### src/rtl/adc_rd_pkg.sv
package adc_rd_pkg;
  typedef enum logic [2:0] {
    ST_IDLE,
    ST_CNV_HI,
    ST_WAIT,
    ST_SHIFT,
    ST_HOLD
  } rd_state_e;
endpackage

### src/rtl/adc_rd_timer.sv
module adc_rd_timer #(
  parameter int unsigned LIMIT = 56,
  localparam int unsigned W = $clog2(LIMIT + 1)
) (
  input  logic         clk_i,
  input  logic         rst_ni,
  input  logic         clear_i,
  output logic [W-1:0] count_o
);
  always_ff @(posedge clk_i or negedge rst_ni) begin
    if (!rst_ni) count_o <= W'(LIMIT);
    else if (clear_i) count_o <= '0;
    else if (count_o != W'(LIMIT)) count_o <= count_o + 1'b1;
  end
endmodule

### src/rtl/adc_rd_fall_det.sv
module adc_rd_fall_det (
  input  logic clk_i,
  input  logic rst_ni,
  input  logic d_i,
  output logic fall_o
);
  logic d_q;
  // line idles high through the pull-up
  always_ff @(posedge clk_i or negedge rst_ni) begin
    if (!rst_ni) d_q <= 1'b1;
    else d_q <= d_i;
  end
  assign fall_o = d_q & ~d_i;
endmodule

### src/rtl/adc_rd_shifter.sv
module adc_rd_shifter #(
  parameter int unsigned NBITS = 18,
  parameter int unsigned HALF  = 2,
  localparam int unsigned PW = $clog2(HALF + 1),
  localparam int unsigned BW = $clog2(NBITS + 1)
) (
  input  logic             clk_i,
  input  logic             rst_ni,
  input  logic             go_i,
  input  logic             sdo_i,
  output logic             sclk_o,
  output logic             done_o,
  output logic [NBITS-1:0] word_o
);
  logic             active_q, sclk_q, done_q;
  logic [PW-1:0]    ph_q;
  logic [BW-1:0]    bit_q;
  logic [NBITS-1:0] sr_q, word_q;

  always_ff @(posedge clk_i or negedge rst_ni) begin
    if (!rst_ni) begin
      active_q <= 1'b0;
      sclk_q   <= 1'b0;
      done_q   <= 1'b0;
      ph_q     <= '0;
      bit_q    <= '0;
      sr_q     <= '0;
      word_q   <= '0;
    end else begin
      done_q <= 1'b0;
      if (go_i && !active_q) begin
        active_q <= 1'b1;
        sclk_q   <= 1'b1;
        ph_q     <= '0;
        bit_q    <= '0;
      end else if (active_q) begin
        if (ph_q == PW'(HALF - 1)) begin
          ph_q <= '0;
          if (sclk_q) begin
            sclk_q <= 1'b0;
          end else begin
            // end of low phase: data settled after the preceding fall
            sr_q <= {sr_q[NBITS-2:0], sdo_i};
            if (bit_q == BW'(NBITS - 1)) begin
              active_q <= 1'b0;
              done_q   <= 1'b1;
              word_q   <= {sr_q[NBITS-2:0], sdo_i};
            end else begin
              bit_q  <= bit_q + 1'b1;
              sclk_q <= 1'b1;
            end
          end
        end else begin
          ph_q <= ph_q + 1'b1;
        end
      end
    end
  end

  assign sclk_o = sclk_q;
  assign done_o = done_q;
  assign word_o = word_q;

  // observation counters for assertions
  logic          sclk_d;
  logic [BW-1:0] rises_q;
  logic [PW-1:0] hi_run_q;
  always_ff @(posedge clk_i or negedge rst_ni) begin
    if (!rst_ni) begin
      sclk_d   <= 1'b0;
      rises_q  <= '0;
      hi_run_q <= '0;
    end else begin
      sclk_d <= sclk_q;
      if (done_q) rises_q <= '0;
      else if (sclk_q && !sclk_d && rises_q != BW'(NBITS)) rises_q <= rises_q + 1'b1;
      if (!sclk_q) hi_run_q <= '0;
      else if (hi_run_q != PW'(HALF)) hi_run_q <= hi_run_q + 1'b1;
    end
  end

  a_r4_high_phase: assert property (@(posedge clk_i) disable iff (!rst_ni)
    sclk_q |-> hi_run_q < PW'(HALF));
  a_r4_pulse_count: assert property (@(posedge clk_i) disable iff (!rst_ni)
    done_q |-> rises_q == BW'(NBITS));
  a_r6_word_held: assert property (@(posedge clk_i) disable iff (!rst_ni)
    !done_q |-> $stable(word_q));
endmodule

### src/rtl/serial_adc_reader.sv
module serial_adc_reader #(
  parameter int unsigned RES_BITS       = 18,
  parameter int unsigned CNV_HIGH_CYC   = 4,
  parameter int unsigned T_CONV_MIN_CYC = 20,
  parameter int unsigned T_CONV_MAX_CYC = 40,
  parameter int unsigned TIMEOUT_CYC    = 16,
  parameter int unsigned SCLK_HALF_CYC  = 2
) (
  input  logic                clk_i,
  input  logic                rst_ni,
  input  logic                start_i,
  output logic                cnv_o,
  output logic                sclk_o,
  input  logic                sdo_i,
  output logic [RES_BITS-1:0] result_o,
  output logic                valid_o,
  output logic                err_o
);
  import adc_rd_pkg::*;

  localparam int unsigned LIMIT = T_CONV_MAX_CYC + TIMEOUT_CYC;
  localparam int unsigned TW    = $clog2(LIMIT + 1);
  localparam int unsigned CW    = $clog2(CNV_HIGH_CYC + 1);
  localparam int unsigned GW    = $clog2(T_CONV_MAX_CYC + 1);

  rd_state_e     state_q;
  logic          cnv_q, err_q;
  logic [TW-1:0] tmr;
  logic          fall, go, clear, done;

  assign clear = (state_q == ST_IDLE) && start_i;
  assign go    = (state_q == ST_WAIT) && fall;

  adc_rd_timer #(.LIMIT(LIMIT)) u_timer (
    .clk_i   (clk_i),
    .rst_ni  (rst_ni),
    .clear_i (clear),
    .count_o (tmr)
  );

  adc_rd_fall_det u_fall (
    .clk_i  (clk_i),
    .rst_ni (rst_ni),
    .d_i    (sdo_i),
    .fall_o (fall)
  );

  adc_rd_shifter #(.NBITS(RES_BITS), .HALF(SCLK_HALF_CYC)) u_shift (
    .clk_i  (clk_i),
    .rst_ni (rst_ni),
    .go_i   (go),
    .sdo_i  (sdo_i),
    .sclk_o (sclk_o),
    .done_o (done),
    .word_o (result_o)
  );

  always_ff @(posedge clk_i or negedge rst_ni) begin
    if (!rst_ni) begin
      state_q <= ST_IDLE;
      cnv_q   <= 1'b0;
      err_q   <= 1'b0;
    end else begin
      err_q <= 1'b0;
      unique case (state_q)
        ST_IDLE: if (start_i) begin
          state_q <= ST_CNV_HI;
          cnv_q   <= 1'b1;
        end
        ST_CNV_HI: if (tmr == TW'(CNV_HIGH_CYC - 1)) begin
          cnv_q   <= 1'b0;
          state_q <= ST_WAIT;
        end
        ST_WAIT: begin
          if (fall) state_q <= ST_SHIFT;
          else if (tmr == TW'(LIMIT - 1)) begin
            err_q   <= 1'b1;
            state_q <= ST_IDLE;
          end
        end
        ST_SHIFT: if (done) state_q <= ST_HOLD;
        // keep select low past the longest conversion
        ST_HOLD: if (tmr >= TW'(T_CONV_MAX_CYC)) state_q <= ST_IDLE;
        default: state_q <= ST_IDLE;
      endcase
    end
  end

  assign cnv_o   = cnv_q;
  assign err_o   = err_q;
  assign valid_o = done;

  // observation counters for assertions
  logic          cnv_d;
  logic [CW-1:0] cnv_run_q;
  logic [GW-1:0] gap_q;
  always_ff @(posedge clk_i or negedge rst_ni) begin
    if (!rst_ni) begin
      cnv_d     <= 1'b0;
      cnv_run_q <= '0;
      gap_q     <= GW'(T_CONV_MAX_CYC);
    end else begin
      cnv_d <= cnv_q;
      if (!cnv_q) cnv_run_q <= '0;
      else if (cnv_run_q != CW'(CNV_HIGH_CYC)) cnv_run_q <= cnv_run_q + 1'b1;
      if (cnv_q && !cnv_d) gap_q <= '0;
      else if (gap_q != GW'(T_CONV_MAX_CYC)) gap_q <= gap_q + 1'b1;
    end
  end

  a_r1_cnv_not_long: assert property (@(posedge clk_i) disable iff (!rst_ni)
    cnv_q |-> cnv_run_q < CW'(CNV_HIGH_CYC));
  a_r1_cnv_width: assert property (@(posedge clk_i) disable iff (!rst_ni)
    $fell(cnv_q) |-> cnv_run_q == CW'(CNV_HIGH_CYC));
  a_r2_rise_spacing: assert property (@(posedge clk_i) disable iff (!rst_ni)
    $rose(cnv_q) |-> gap_q >= GW'(T_CONV_MAX_CYC));
  a_r8_busy_no_start: assert property (@(posedge clk_i) disable iff (!rst_ni)
    (state_q != ST_IDLE) |=> !$rose(cnv_q));
  a_r7_err_quiet: assert property (@(posedge clk_i) disable iff (!rst_ni)
    err_q |-> (!sclk_o && !cnv_q));
  a_r10_sclk_vs_cnv: assert property (@(posedge clk_i) disable iff (!rst_ni)
    !(sclk_o && cnv_q));
  a_r10_valid_vs_err: assert property (@(posedge clk_i) disable iff (!rst_ni)
    !(done && err_q));
endmodule

### config.mk
export PLATFORM = sky130hd
export DESIGN_NAME = serial_adc_reader
export DESIGN_NICKNAME = d
export VERILOG_FILES = /design/src/rtl/adc_rd_pkg.sv /design/src/rtl/adc_rd_timer.sv /design/src/rtl/adc_rd_fall_det.sv /design/src/rtl/adc_rd_shifter.sv /design/src/rtl/serial_adc_reader.sv
export SDC_FILE = /design/constraint.sdc
export NUM_CORES = 1
export LEC_CHECK = 0
export BUFFER_PORTS_ARGS = -buffer_cell sky130_fd_sc_hd__buf_2
export CORE_UTILIZATION = 45
export DETAILED_ROUTE_END_ITERATION = 10
export SYNTH_ARGS = -nofsm -noshare
export SYNTH_HDL_FRONTEND = slang
export SYNTH_SLANG_ARGS = --single-unit
### constraint.sdc
create_clock -name clk_i -period 2.16 [get_ports clk_i]
set_clock_uncertainty 0.15 [all_clocks]
set_input_delay 0.108 -clock clk_i [delete_from_list [all_inputs] [get_ports clk_i]]
set_output_delay 0.108 -clock clk_i [all_outputs]
set_load 0.05 [all_outputs]
# After elaboration in Yosys (flattened, before gate mapping)
# Index checks and enable logic that the tools add are counted.
# totals
ff_bits	57
inputBits	4
wordCells	88
# op_classes
add_sub_neg	3
magnitude_cmp	1
n_eq_ne	16
muxes	37
bitwise	4
reduce_logical	15
# op_table
cell	n
$mux 5	5
$mux 1	19
$mux 3	6
$pmux 3 s5	1
$mux 6	2
$reduce_and 5->1	2
$ne 2x2->1 const B	4
$reduce_and 4->1	2
$reduce_bool 2->1	4
$add 6x1->6 const B	1
$eq 3x2->1 const B	2
$eq 6x2->1 const B	1
$eq 6x6->1 const B	1
$ge 6x6->1 const B	1
$mux 2	3
$ne 6x6->1 const B	1
$add 5x1->5 const B	1
$eq 5x5->1 const B	1
$ne 2x1->1 const B	2
$eq 3x1->1 const B	1
$eq 3x3->1 const B	1
$logic_and 1x1->1	3
$logic_not 3->1	1
$ne 3x2->1 const B	1
8 further kinds	10

# Logic depth before layout (Yosys ltp)
# Gate-level depths: netlist (run 1).
# logic_depth
depth_word	6
mapped_depth	8

# By module
# A second synthesis (run 1) with hierarchy kept.
# unflattened
hier_cells	180
area_unflattened_um2	2506.2
# modules_own_cells
module	instances	cells_per_inst	area_per_inst_um2
adc_rd_shifter	1	113	1815.5
serial_adc_reader	1	35	335.3
adc_rd_timer	1	30	315.3
adc_rd_fall_det	1	2	40.0

# Worst setup path after synthesis (run 1)
# OpenSTA, ideal clock, no wires.
# synth_path
path_kind	register to register
from	reg u_shift.sclk_q (netlist: u_shift.sclk_o)
to	reg u_shift.word_q[10] (netlist: u_shift.word_o[10])
setup_ns	0.125
arrival_ns	1.751
setup_slack_ns	0.134
stages_incl_launch_ff	5
n_path_buf	2
period_less_slack_ns	2.026
path_cell_list	dfrtp_1 > or4_4 > buf_6 > buf_6 > mux2_4
# synth_via
elab_chain_cells	2
# synth_rtl
item	line	rtl
start: declaration	adc_rd_shifter.sv:15	logic active_q, sclk_q, done_q;
start signal: assignment	adc_rd_shifter.sv:23	sclk_q <= 1'b0;
start signal: assignment	adc_rd_shifter.sv:33	sclk_q <= 1'b1;
start signal: assignment	adc_rd_shifter.sv:40	sclk_q <= 1'b0;
$not 1->1 (no source line)	n/a	
$reduce_and 5->1 (no source line)	n/a	
end signal: assignment	adc_rd_shifter.sv:47	word_q <= {sr_q[NBITS-2:0], sdo_i};
end: declaration	adc_rd_shifter.sv:18	logic [NBITS-1:0] sr_q, word_q;
# No other way between the ends.
# A chain may end at the register's enable or synchronous reset.

# Worst setup path after layout (run 1)
# layout_path
from	reg u_timer.count_o[1]
to	reg state_q[1]
# layout_via
elab_chain_cells	3
# layout_rtl
item	line	rtl
start: declaration	adc_rd_timer.sv:8	output logic [W-1:0] count_o
start signal: assignment	adc_rd_timer.sv:11	if (!rst_ni) count_o <= W'(LIMIT);
start signal: assignment	adc_rd_timer.sv:13	else if (count_o != W'(LIMIT)) count_o <= count_o + 1'b1;
$ge 6x6->1 (tied with other cells)	serial_adc_reader.sv:83	ST_HOLD: if (tmr >= TW'(T_CONV_MAX_CYC)) state_q <= ST_IDLE;
$ne 2x2->1 (no source line) or $ne 3x2->1 (tied branches)	n/a	
$reduce_and 5->1 (no source line) (*)	n/a	
end signal: assignment	serial_adc_reader.sv:81	ST_SHIFT: if (done) state_q <= ST_HOLD;
end signal: assignment	serial_adc_reader.sv:83	
end signal: assignment	serial_adc_reader.sv:84	default: state_q <= ST_IDLE;
end: declaration	serial_adc_reader.sv:26	rd_state_e state_q;
# Every way passes the cells marked *; elsewhere a longest branch is shown, timed or not.

==> results.cfg, run 1 <==
[floorplanning]
dieArea_mm2 = 0.005789
rows = 26
coreArea_mm2 = 0.005205
initial_core_util_pct = 47.45
fp.dieH_um = 76.09
fp.dieW_um = 76.09
ioPinCount = 26

[cells_and_area]
final_common_cell = dfrtp_1
final_cells = 295
drive_gt1_share_pct = 40.89
antenna_cells = 0
final_nets = 228
fin_area_mm2 = 0.002878
layout_common_cells = dfrtp_1 (53), mux2_2 (26), buf_2 (25), nor2_1 (17)
final_util_pct = 55.29
syn_to_final_growth_pct = 16.51

[worst_setup_path]
crit_fanout = 4
r2r-start = u_timer.count_o[1]
cp_slowest_cell = a2111oi_4
endpoint_kind = flop
reg2reg_slack_ns = 0.11
cp_top_family = compound AO/OA/AOI/OAI gates
crit_start = u_timer.count_o[1]
r2r-end = state_q[1]
ff2ff_path_depth = 5
crit_cells = 5
crit_end = state_q[1]
cp_slowest_stage_delay_ns = 0.44
startpoint_type = flop
cp_cell_sequence = ha_1 > nor2b_1 > nand4_1 > a2111oi_4 > mux2_4
path_class = flop to flop
crit_required_ns = 2.22
arrival_ns = 2.11
crit_buf_inv = 0

[logic_synthesis]
yosysWarnings = 0
synth_cell_types = 36
yosys.area.top_type_share_pct = 53.70
avgSynthCellArea_um2 = 13.35
synth_cells = 185
syn_area_mm2 = 0.002470
synth_area_leaders = dfrtp_1 (54%), mux2_2 (12%), mux2_4 (6.1%)
yosysSeqAreaShare_pct = 57.95
ys_ff_latch = 57
synth_area_leader_cell = dfrtp_1
synth_nets = 193

[timing]
layout_setup_ws_ns = 0.1107
max_freq_ghz = 0.4880
setup-tns-final_ns = 0
period_minus_slack_ns = 2.049
drv_slew = 0
min_period_over_period_pct = 94.87
setup_viol_count_final = 0
timing.final.hold_violations = 0
grt_setup_unrepaired = false
whs_ns = 0.06645
slew_headroom_pct = 55.41
worst_slew_pin_slew_ns = 0.6689

[cts]
h-tree-depth = 3
cts-root-buf = clkbuf_8
cts_resized = 0
clockBufferDepth = 2
clkLatencyLatePin_ns = 0.33
cts_tree = yes
numCtsBuffers = 9
path_clk_slew_ns = 0.06
clock_sinks = 57

[global_routing]
grt_max_degree = 32
grt_pass1_wl_um = 7196
top_usage_layer = met2
grt_pass1_vias = 1593
grt_use_met2_pct = 25.00
grt.total_usage_pct = 16.06
antenna_found_initial = 0
grt-ovfl-total = 0
met1_usage_pct = 19.78
grtUsageMet3_pct = 3.952

[placement]
post-place-ws_ns = 0.1342
port-buffer-count = 25
dpl-instance-area_mm2 = 0.002685
placed_cells = 277
dp.final_hpwl_um = 2858
gp_congestion = 0.8514

[pwr]
leakage_nw = 1.440
max-vdd-ir-drop_uv = 722.3
power_mw = 3.826
p_per_area_mw_per_mm2 = 1330

[route]
drt-pass1-iter-count = 4
ant_nets = 0
drc = 0
wl_per_cell_um = 14.06
drt_wl_total_um = 4147
avgViaCountPerCell = 5.166
drt_iter0_drc = 48
num_vias = 1524

[job]
cap_violations = 0

[status]
status = finished, final reports clean

[min_path]
worst_hold_path_type = input pin to flop
[power breakdown]
group          leakage [nW]  switching (mW)  internal [mW]
registers             0.731           0.297           1.38
logic                 0.620           0.682          0.615
clock network        0.0891           0.410          0.443
[worst min-delay path by stage]
stage / slack [ns] / cells past startpoint / end / startpoint
after floorplan: -0.34 / 0 / cnv_o / rst_ni
after global placement: 0.03 / 1 / u_timer.count_o[0] / rst_ni
after CTS: 0.06 / 3 / u_timer.count_o[4] / start_i
after global routing: 0.08 / 3 / u_timer.count_o[3] / start_i
after detailed placement: 0.04 / 1 / u_timer.count_o[0] / rst_ni
final: 0.07 / 3 / u_timer.count_o[5] / start_i
[cells by family (layout without fill, tap and decap cells)]
group                      after synthesis  after routing  synth area share [%]
AOI/OAI and AO/OA                       11             11                 3.546
xor gates and xnor gates                 8              8                 2.837
adders and majority gates                4              4                 2.026
buffers and inverters                   14             54                 2.938
DFF                                     57             57                 57.95
muxes                                   39             39                 19.15
and+or+nand+nor                         52             52                 11.55
[routing by layer]
metal / vias to the layer above / part of all wire [%]
met5: - / 0
met4: 0 / 2.2
met3: 9 / 3.1
met2: 25 / 47
met1: 775 / 48
li1: 715 / -
[registers in the layout, summed over array words and instances, names as in the netlist]
register / cells
u_shift.bit_q: 5
u_shift.sclk_o: 1
state_q: 3
u_shift.done_o: 1
u_shift.word_o: 18
u_timer.count_o: 6
u_shift.sr_q: 17
cnv_o: 1
u_shift.active_q: 1
u_fall.d_q: 1
u_shift.ph_q: 2
err_o: 1
[Yosys cell counts (all sizes together)]
cell type,instances
or4,1
inv,6
a41o,1
a2111oi,1
o31ai,1
ha,4
a21oi,4
a211oi,1
xnor2,3
nor3,5
nand2b,2
nand4,3
nand2,6
buf,6
or4b,1
clkbuf,2
and2,2
nor4bb,1
nor2,17
or3b,2
o21ai,3
nor2b,2
and3,1
mux2i,3
mux2,36
nand4bb,1
nand3,4
or3,2
xor2,5
nor4b,1
nand3b,1
dfstp,4
dfrtp,53
[cell type report]
cell class | count | area [um^2]
Clock buffer | 11 | 141.4
Clock inverter | 5 | 31.28
Fill cell | 467 | 2327
Inverter | 6 | 22.52
Multi-Input combinational cell | 114 | 980.9
Sequential cell | 57 | 1431
Tap cell | 70 | 87.58
Timing Repair Buffer | 32 | 182.7
[timing repair]
action / 4_1_cts / 5_1_grt
setup buffers: 0 / 0
setup endpoints to repair: 0 / 0
endpoints found under the hold margin: 28 / 0
hold buffers: 2 / 0
[worst reg2reg max path, delay by kind of cell (launching register included)]
kind                     cells  cell delay, ns
multiplexers                 1            0.33
flip-flops                   1            0.39
AND/OR/NAND/NOR              2            0.39
adder cells (fa/ha/maj)      1            0.23
AO/OA/AOI/OAI                1            0.44
No activity file was read; power rests on OpenSTA's default activity.
==> run 2, diff against run 1 <==
--- a/config.mk
+++ b/config.mk
@@ -5,6 +5,7 @@
 export SDC_FILE = /design/constraint.sdc
 export NUM_CORES = 1
 export LEC_CHECK = 0
+export ABC_AREA = 1
 export BUFFER_PORTS_ARGS = -buffer_cell sky130_fd_sc_hd__buf_2
 export CORE_UTILIZATION = 45
 export DETAILED_ROUTE_END_ITERATION = 10
==> constraint.sdc (replaced) <==
create_clock -name clk_i -period 2.16 [get_ports clk_i]
set_clock_uncertainty 0.15 [all_clocks]
set_input_delay 0.108 -clock clk_i [delete_from_list [all_inputs] [get_ports clk_i]]
set_output_delay 0.108 -clock clk_i [all_outputs]
set_load 0.005 [all_outputs]
==> results.cfg, run 2 <==
[logic_synthesis]
async_flop_share_pct = 100.0
synth_nets = 278
ys_ff_latch = 57
yosysMostFrequentCell = dfrtp_1
syn_area_mm2 = 0.002556
synthTopCellsByCount = dfrtp_1 (53), nand2_1 (52), inv_1 (35)
yosysSeqAreaShare_pct = 56.00
avgSynthCellArea_um2 = 9.467
synth_cell_types = 27
synth_area_leader_cell = dfrtp_1
synth_compound_area_share_pct = 13.36
synth_area_leaders = dfrtp_1 (52%), nand2_1 (7.6%), o21ai_2 (5.8%)
synthXorXnorAreaFrac_pct = 1.028
synth_cells = 270
synthSimpleGateAreaFrac_pct = 19.53
synth-adder-area-share_pct = 1.958
yosysWarnings = 0
synth_mux_area_share_pct = 0
synth_top_family_by_area = simple AND/OR/NAND/NOR gates
synth-main-ff-cell = dfrtp_1
synth_edf_count = 0
yosys.area.top_type_share_pct = 51.88

[floorplanning]
initial_core_util_pct = 46.42
ioPinCount = 26
fp.dieW_um = 77.37
coreArea_mm2 = 0.005507
dieArea_mm2 = 0.005986
fp.dieH_um = 77.37
rows = 27

[placement]
dp.final_hpwl_um = 3018
dpl-instance-area_mm2 = 0.002750
port-buffer-count = 25
gp_congestion = 0.7942
post-place-ws_ns = 0.4207

[cells_and_area]
drive_gt1_share_pct = 29.45
antenna_cells = 0
final_common_cell = dfrtp_1
final_nets = 312
fin_area_mm2 = 0.002985
n_fill_cell = 531
final_util_pct = 54.22
syn_to_final_growth_pct = 16.79
largest_reg_flops = 18
layout_common_cells = dfrtp_1 (53), nand2_1 (52), inv_1 (35), o21ai_0 (27), buf_2 (25)

[timing]
drv_slew = 0
period_minus_slack_ns = 1.710
timing.final.hold_violations = 0
grt_setup_unrepaired = false
max_freq_ghz = 0.5849
min_period_over_period_pct = 79.16
setup-tns-final_ns = 0
worst_slew_pin_slew_ns = 0.6244
slew_headroom_pct = 58.37
layout_setup_ws_ns = 0.4502
setup_viol_count_final = 0

[cts]
numCtsBuffers = 9
clockBufferDepth = 2
clkLatencyLatePin_ns = 0.33
cts_tree = yes
cts_resized = 0
path_clk_slew_ns = 0.07
h-tree-depth = 3
cts-root-buf = clkbuf_8
clock_sinks = 57

[pwr]
p_per_area_mw_per_mm2 = 929.4
leakage_nw = 1.583
max-vdd-ir-drop_uv = 422.6
power_mw = 2.774

[route]
wl_per_cell_um = 11.56
drt-pass1-iter-count = 4
num_vias = 1813
drt_wl_total_um = 4405
avgViaCountPerCell = 4.759
drc = 0
ant_nets = 0
drt_iter0_drc = 61

[worst_setup_path]
ff2ff_path_depth = 8
path_class = flop to flop
cp_cell_sequence = inv_1 > ha_1 > nand4_1 > inv_1 > nand2_4 > buf_12 > nand2_1 > o21ai_2
endpoint_kind = flop
arrival_ns = 1.78
startpoint_type = flop
crit_required_ns = 2.23
crit_fanout = 23
critPathMostFrequentCell = inv_1
cp_slowest_cell = dfrtp_1
cp_slowest_stage_delay_ns = 0.40

[global_routing]
grt.total_usage_pct = 17.52
grt-ovfl-total = 0
met1_usage_pct = 20.93
grt_max_degree = 35
grt_pass1_wl_um = 8100
top_usage_layer = met2
grt_pass1_vias = 1826
grtUsageMet3_pct = 7.882
grt_use_met2_pct = 28.41
antenna_found_initial = 0

[min_path]
hold_depth = 3
worst_hold_path_type = input pin to flop

[status]
status = finished, final reports clean

[job]
cap_violations = 0
[run 2: cell count changes after synthesis, sizes merged, moves of 3 or more]
| cell | change |
|---|---|
| inv | +33 |
| mux2 | -36 |
| mux2i | -3 |
| nand2 | +64 |
| nand3 | +8 |
| o21ai | +44 |
| xor2 | -4 |
[run 2: cell type report]
class | count | area (um^2) | area share, %
repair buffers | 29 | 185.2 | 6.203
flip-flops and latches | 57 | 1431 | 47.95
well taps | 72 | 90.09 | 3.018
multi-input cells | 168 | 917.1 | 30.72
inverters | 39 | 146.4 | 4.904
clock buffers | 12 | 165.2 | 5.532
clock inverters | 4 | 50.05 | 1.676
[run 2: worst max-delay path: cells and delay by family, from the launching register on]
family	cells	cell delay (ns)
simple gates	3	0.42
fa+ha+maj	1	0.14
compound gates	1	0.05
buf+inv	3	0.44
flops	1	0.40
[run 2: metrics by stage]
step	hold slack (ns)	cells
4_1_cts	0.05134	381
3_5_place_dp	0.02015	363
5_1_grt	0.07606	381
3_3_place_gp	0.01550	363
2_1_floorplan	-0.3376	270
6_report	0.04824	381
[run 2: timing repair]
item	in CTS	in global routing
setup buffers	0	0
hold buffers	2	0
endpoints found under the hold margin	25	0
[run 2: logic make-up after synthesis]
family | count (synthesis)
compound gates | 55
xor+xnor | 3
fa+ha+maj | 4
buf+inv | 45
flops | 57
simple gates | 106
[run 2: path summary, 6_finish.rpt]
check	start	to	slack [ns]
worst max-delay path	u_shift.bit_q[1]	u_shift.word_o[14]	0.45
worst min-delay path	start_i	cnv_o	0.05
worst max register to register	u_shift.bit_q[1]	u_shift.word_o[14]	0.45
worst min register to register	u_shift.word_o[14]	u_shift.word_o[14]	0.33
max in group asynchronous	rst_ni	u_shift.word_o[4]	1.11
min in group asynchronous	rst_ni	u_shift.ph_q[1]	0.18
[run 2: per-layer routing]
metal / vias to the layer above / wire length, um
met2: 23 / 2143
li1: 924 / -
met5: - / 0
met4: 0 / 27
met3: 2 / 177
met1: 864 / 2056
[run 2: where the power goes]
group	switching, mW	total [mW]	internal (mW)
sequential	0.0950	1.27	1.17
clock	0.414	1.04	0.625
combinational	0.290	0.470	0.180
==> run 3, diff against run 2 <==
--- a/config.mk
+++ b/config.mk
@@ -9,6 +9,7 @@
 export BUFFER_PORTS_ARGS = -buffer_cell sky130_fd_sc_hd__buf_2
 export CORE_UTILIZATION = 45
 export DETAILED_ROUTE_END_ITERATION = 10
+export PLACE_DENSITY = 0.66
 export SYNTH_ARGS = -nofsm -noshare
 export SYNTH_HDL_FRONTEND = slang
 export SYNTH_SLANG_ARGS = --single-unit
==> constraint.sdc (replaced) <==
create_clock -name clk_i -period 1.5 [get_ports clk_i]
set_clock_uncertainty 0.15 [all_clocks]
set_input_delay 0.075 -clock clk_i [delete_from_list [all_inputs] [get_ports clk_i]]
set_output_delay 0.075 -clock clk_i [all_outputs]
set_load 0.005 [all_outputs]
==> results.cfg, run 3 (synthesized netlist as in run 2, its figures left out) <==
[status]
status = finished with violations
violations = setup timing

[worst_setup_path]
r2r-start = u_shift.bit_q[1]
path_class = flop to flop
cp_slowest_stage_delay_ns = 0.39
cp_cell_sequence = inv_2 > ha_4 > nand4_1 > inv_1 > nand2_4 > clkbuf_16 > nand2_4 > o21ai_2
arrival_ns = 1.62
crit_required_ns = 1.57
cp_slowest_cell = dfrtp_1
startpoint_type = flop
cp_top_family = buffers and inverters
crit_start = u_shift.bit_q[1]
endpoint_kind = flop
crit_buf_inv = 3
crit_fanout = 7
critPathMostFrequentCell = nand2_4

[cells_and_area]
largest_reg_flops = 18
final_common_cell = dfrtp_1
syn_to_final_growth_pct = 28.34
ff_latch_area_mm2 = 0.001435
drive_gt1_share_pct = 37.30
multi_input_area_mm2 = 0.001065
n_fill_cell = 460
final_cells = 391
layout_common_cells = dfrtp_1 (50), nand2_1 (45), inv_1 (33), o21ai_0 (27), buf_2 (25)
final_nets = 322
antenna_cells = 0

[route]
avgViaCountPerCell = 4.890
num_vias = 1912
drt_wl_total_um = 4781
drt_iter0_drc = 77
drt-pass1-iter-count = 4
drc = 0
ant_nets = 0
wl_per_cell_um = 12.23

[timing]
slew_headroom_pct = 80.32
setup_viol_count_final = 18
min_period_over_period_pct = 102.8
drv_slew = 0
layout_setup_ws_ns = -0.04265
timing.final.hold_violations = 0
period_minus_slack_ns = 1.543
grt_setup_unrepaired = true
max_freq_ghz = 0.6482
whs_ns = 0.004665
setup-tns-final_ns = -0.3956
worst_slew_pin_slew_ns = 0.2951

[min_path]
worst_hold_path_type = input pin to async pin

[pwr]
internal_power_mw = 2.939
leakage_nw = 1.683
max-vdd-ir-drop_uv = 860.9
p_sw_mw = 1.191
p_per_area_mw_per_mm2 = 1259
power.share.switching_pct = 28.83
power_frac_seq_pct = 44.8
clkPwrFrac_pct = 37.2
p_comb_share_pct = 18.0
power_mw = 4.129

[floorplanning]
coreArea_mm2 = 0.005507
fp.dieH_um = 77.37
initial_core_util_pct = 46.42
rows = 27
dieArea_mm2 = 0.005986
fp.dieW_um = 77.37
ioPinCount = 26

[placement]
gp_congestion = 0.8260
dp.final_hpwl_um = 2981
post-place-ws_ns = 0.01298
placed_cells = 366
port-buffer-count = 25

[global_routing]
antenna_found_initial = 0
grt.total_usage_pct = 16.71
grt_pass1_wl_um = 7631
grt-ovfl-total = 0
grt_pass1_vias = 1739
grt_max_degree = 47

[cts]
clockBufferDepth = 2
clkLatencyLatePin_ns = 0.33
numCtsBuffers = 9
cts-root-buf = clkbuf_8
cts_tree = yes
h-tree-depth = 3
clock_sinks = 57
path_clk_slew_ns = 0.07

[job]
cap_violations = 0
-- run 3: cell count changes in the layout (fill, tap and decap cells not counted), sizes merged --
cell      before  now
buf           27   35
clkbuf        12   16
clkinvlp       2    0
-- run 3: timing repair --
action | CTS | global route
hold buffers | 2 | 0
hold endpoints to repair | 58 | 0
setup endpoints to repair | 8 | 26
pin swaps | 0 | 10
gates cloned | 0 | 3
buffers inserted | 1 | 3
gates resized for setup | 0 | 43
-- run 3: layout make-up --
cell class	instances	area share, %
sequential	57	43.75
multi-input combinational	168	32.46
inverter	39	4.462
tap	72	2.746
clock buffer	14	5.568
timing repair buffer	39	9.954
clock inverter	2	1.068
-- run 3: worst paths after layout --
path                       cells past startpoint  slack [ns]                 end
setup / recovery                               8       -0.04  u_shift.word_o[10]
hold / removal                                 2       0.005               cnv_o
setup reg to reg                               8       -0.04  u_shift.word_o[10]
hold reg to reg                                2        0.33    u_shift.sr_q[15]
max in group asynchronous                      3        0.61  u_timer.count_o[4]
min in group clk_i                             3        0.01               cnv_o
-- run 3: worst register-to-register path, stage by stage, from the launching register on --
cell       delay (ns)
dfrtp_1          0.39
inv_2            0.09
ha_4             0.12
nand4_1          0.13
inv_1            0.13
nand2_4          0.12
clkbuf_16        0.21
nand2_4          0.06
o21ai_2          0.04
-- run 3: per-stage QoR --
step,utilization [%],instance area (um^2)
floorplan,-,2556
global placement,50.58,2785
detailed placement,50.58,2785
CTS,55.03,3030
global route,59.58,3281
finish,59.58,3281
-- run 3: power groups by stage --
stage          registers [mW]  clock network, mW  logic, mW
6_report                 1.85               1.54      0.743
3_3_place_gp             1.85                  0      0.663
2_1_floorplan            1.82                  0      0.529
5_1_grt                  1.87               1.63      0.868
4_1_cts                  1.82               1.57      0.687
3_5_place_dp             1.85                  0      0.680
-- run 3: routing by layer --
layer  GRT usage [%]  share of wire [%]
met1           22.03                 48
met2           24.25                 46
met3           4.588                3.9
met4           10.57                2.0
met5               0                  0
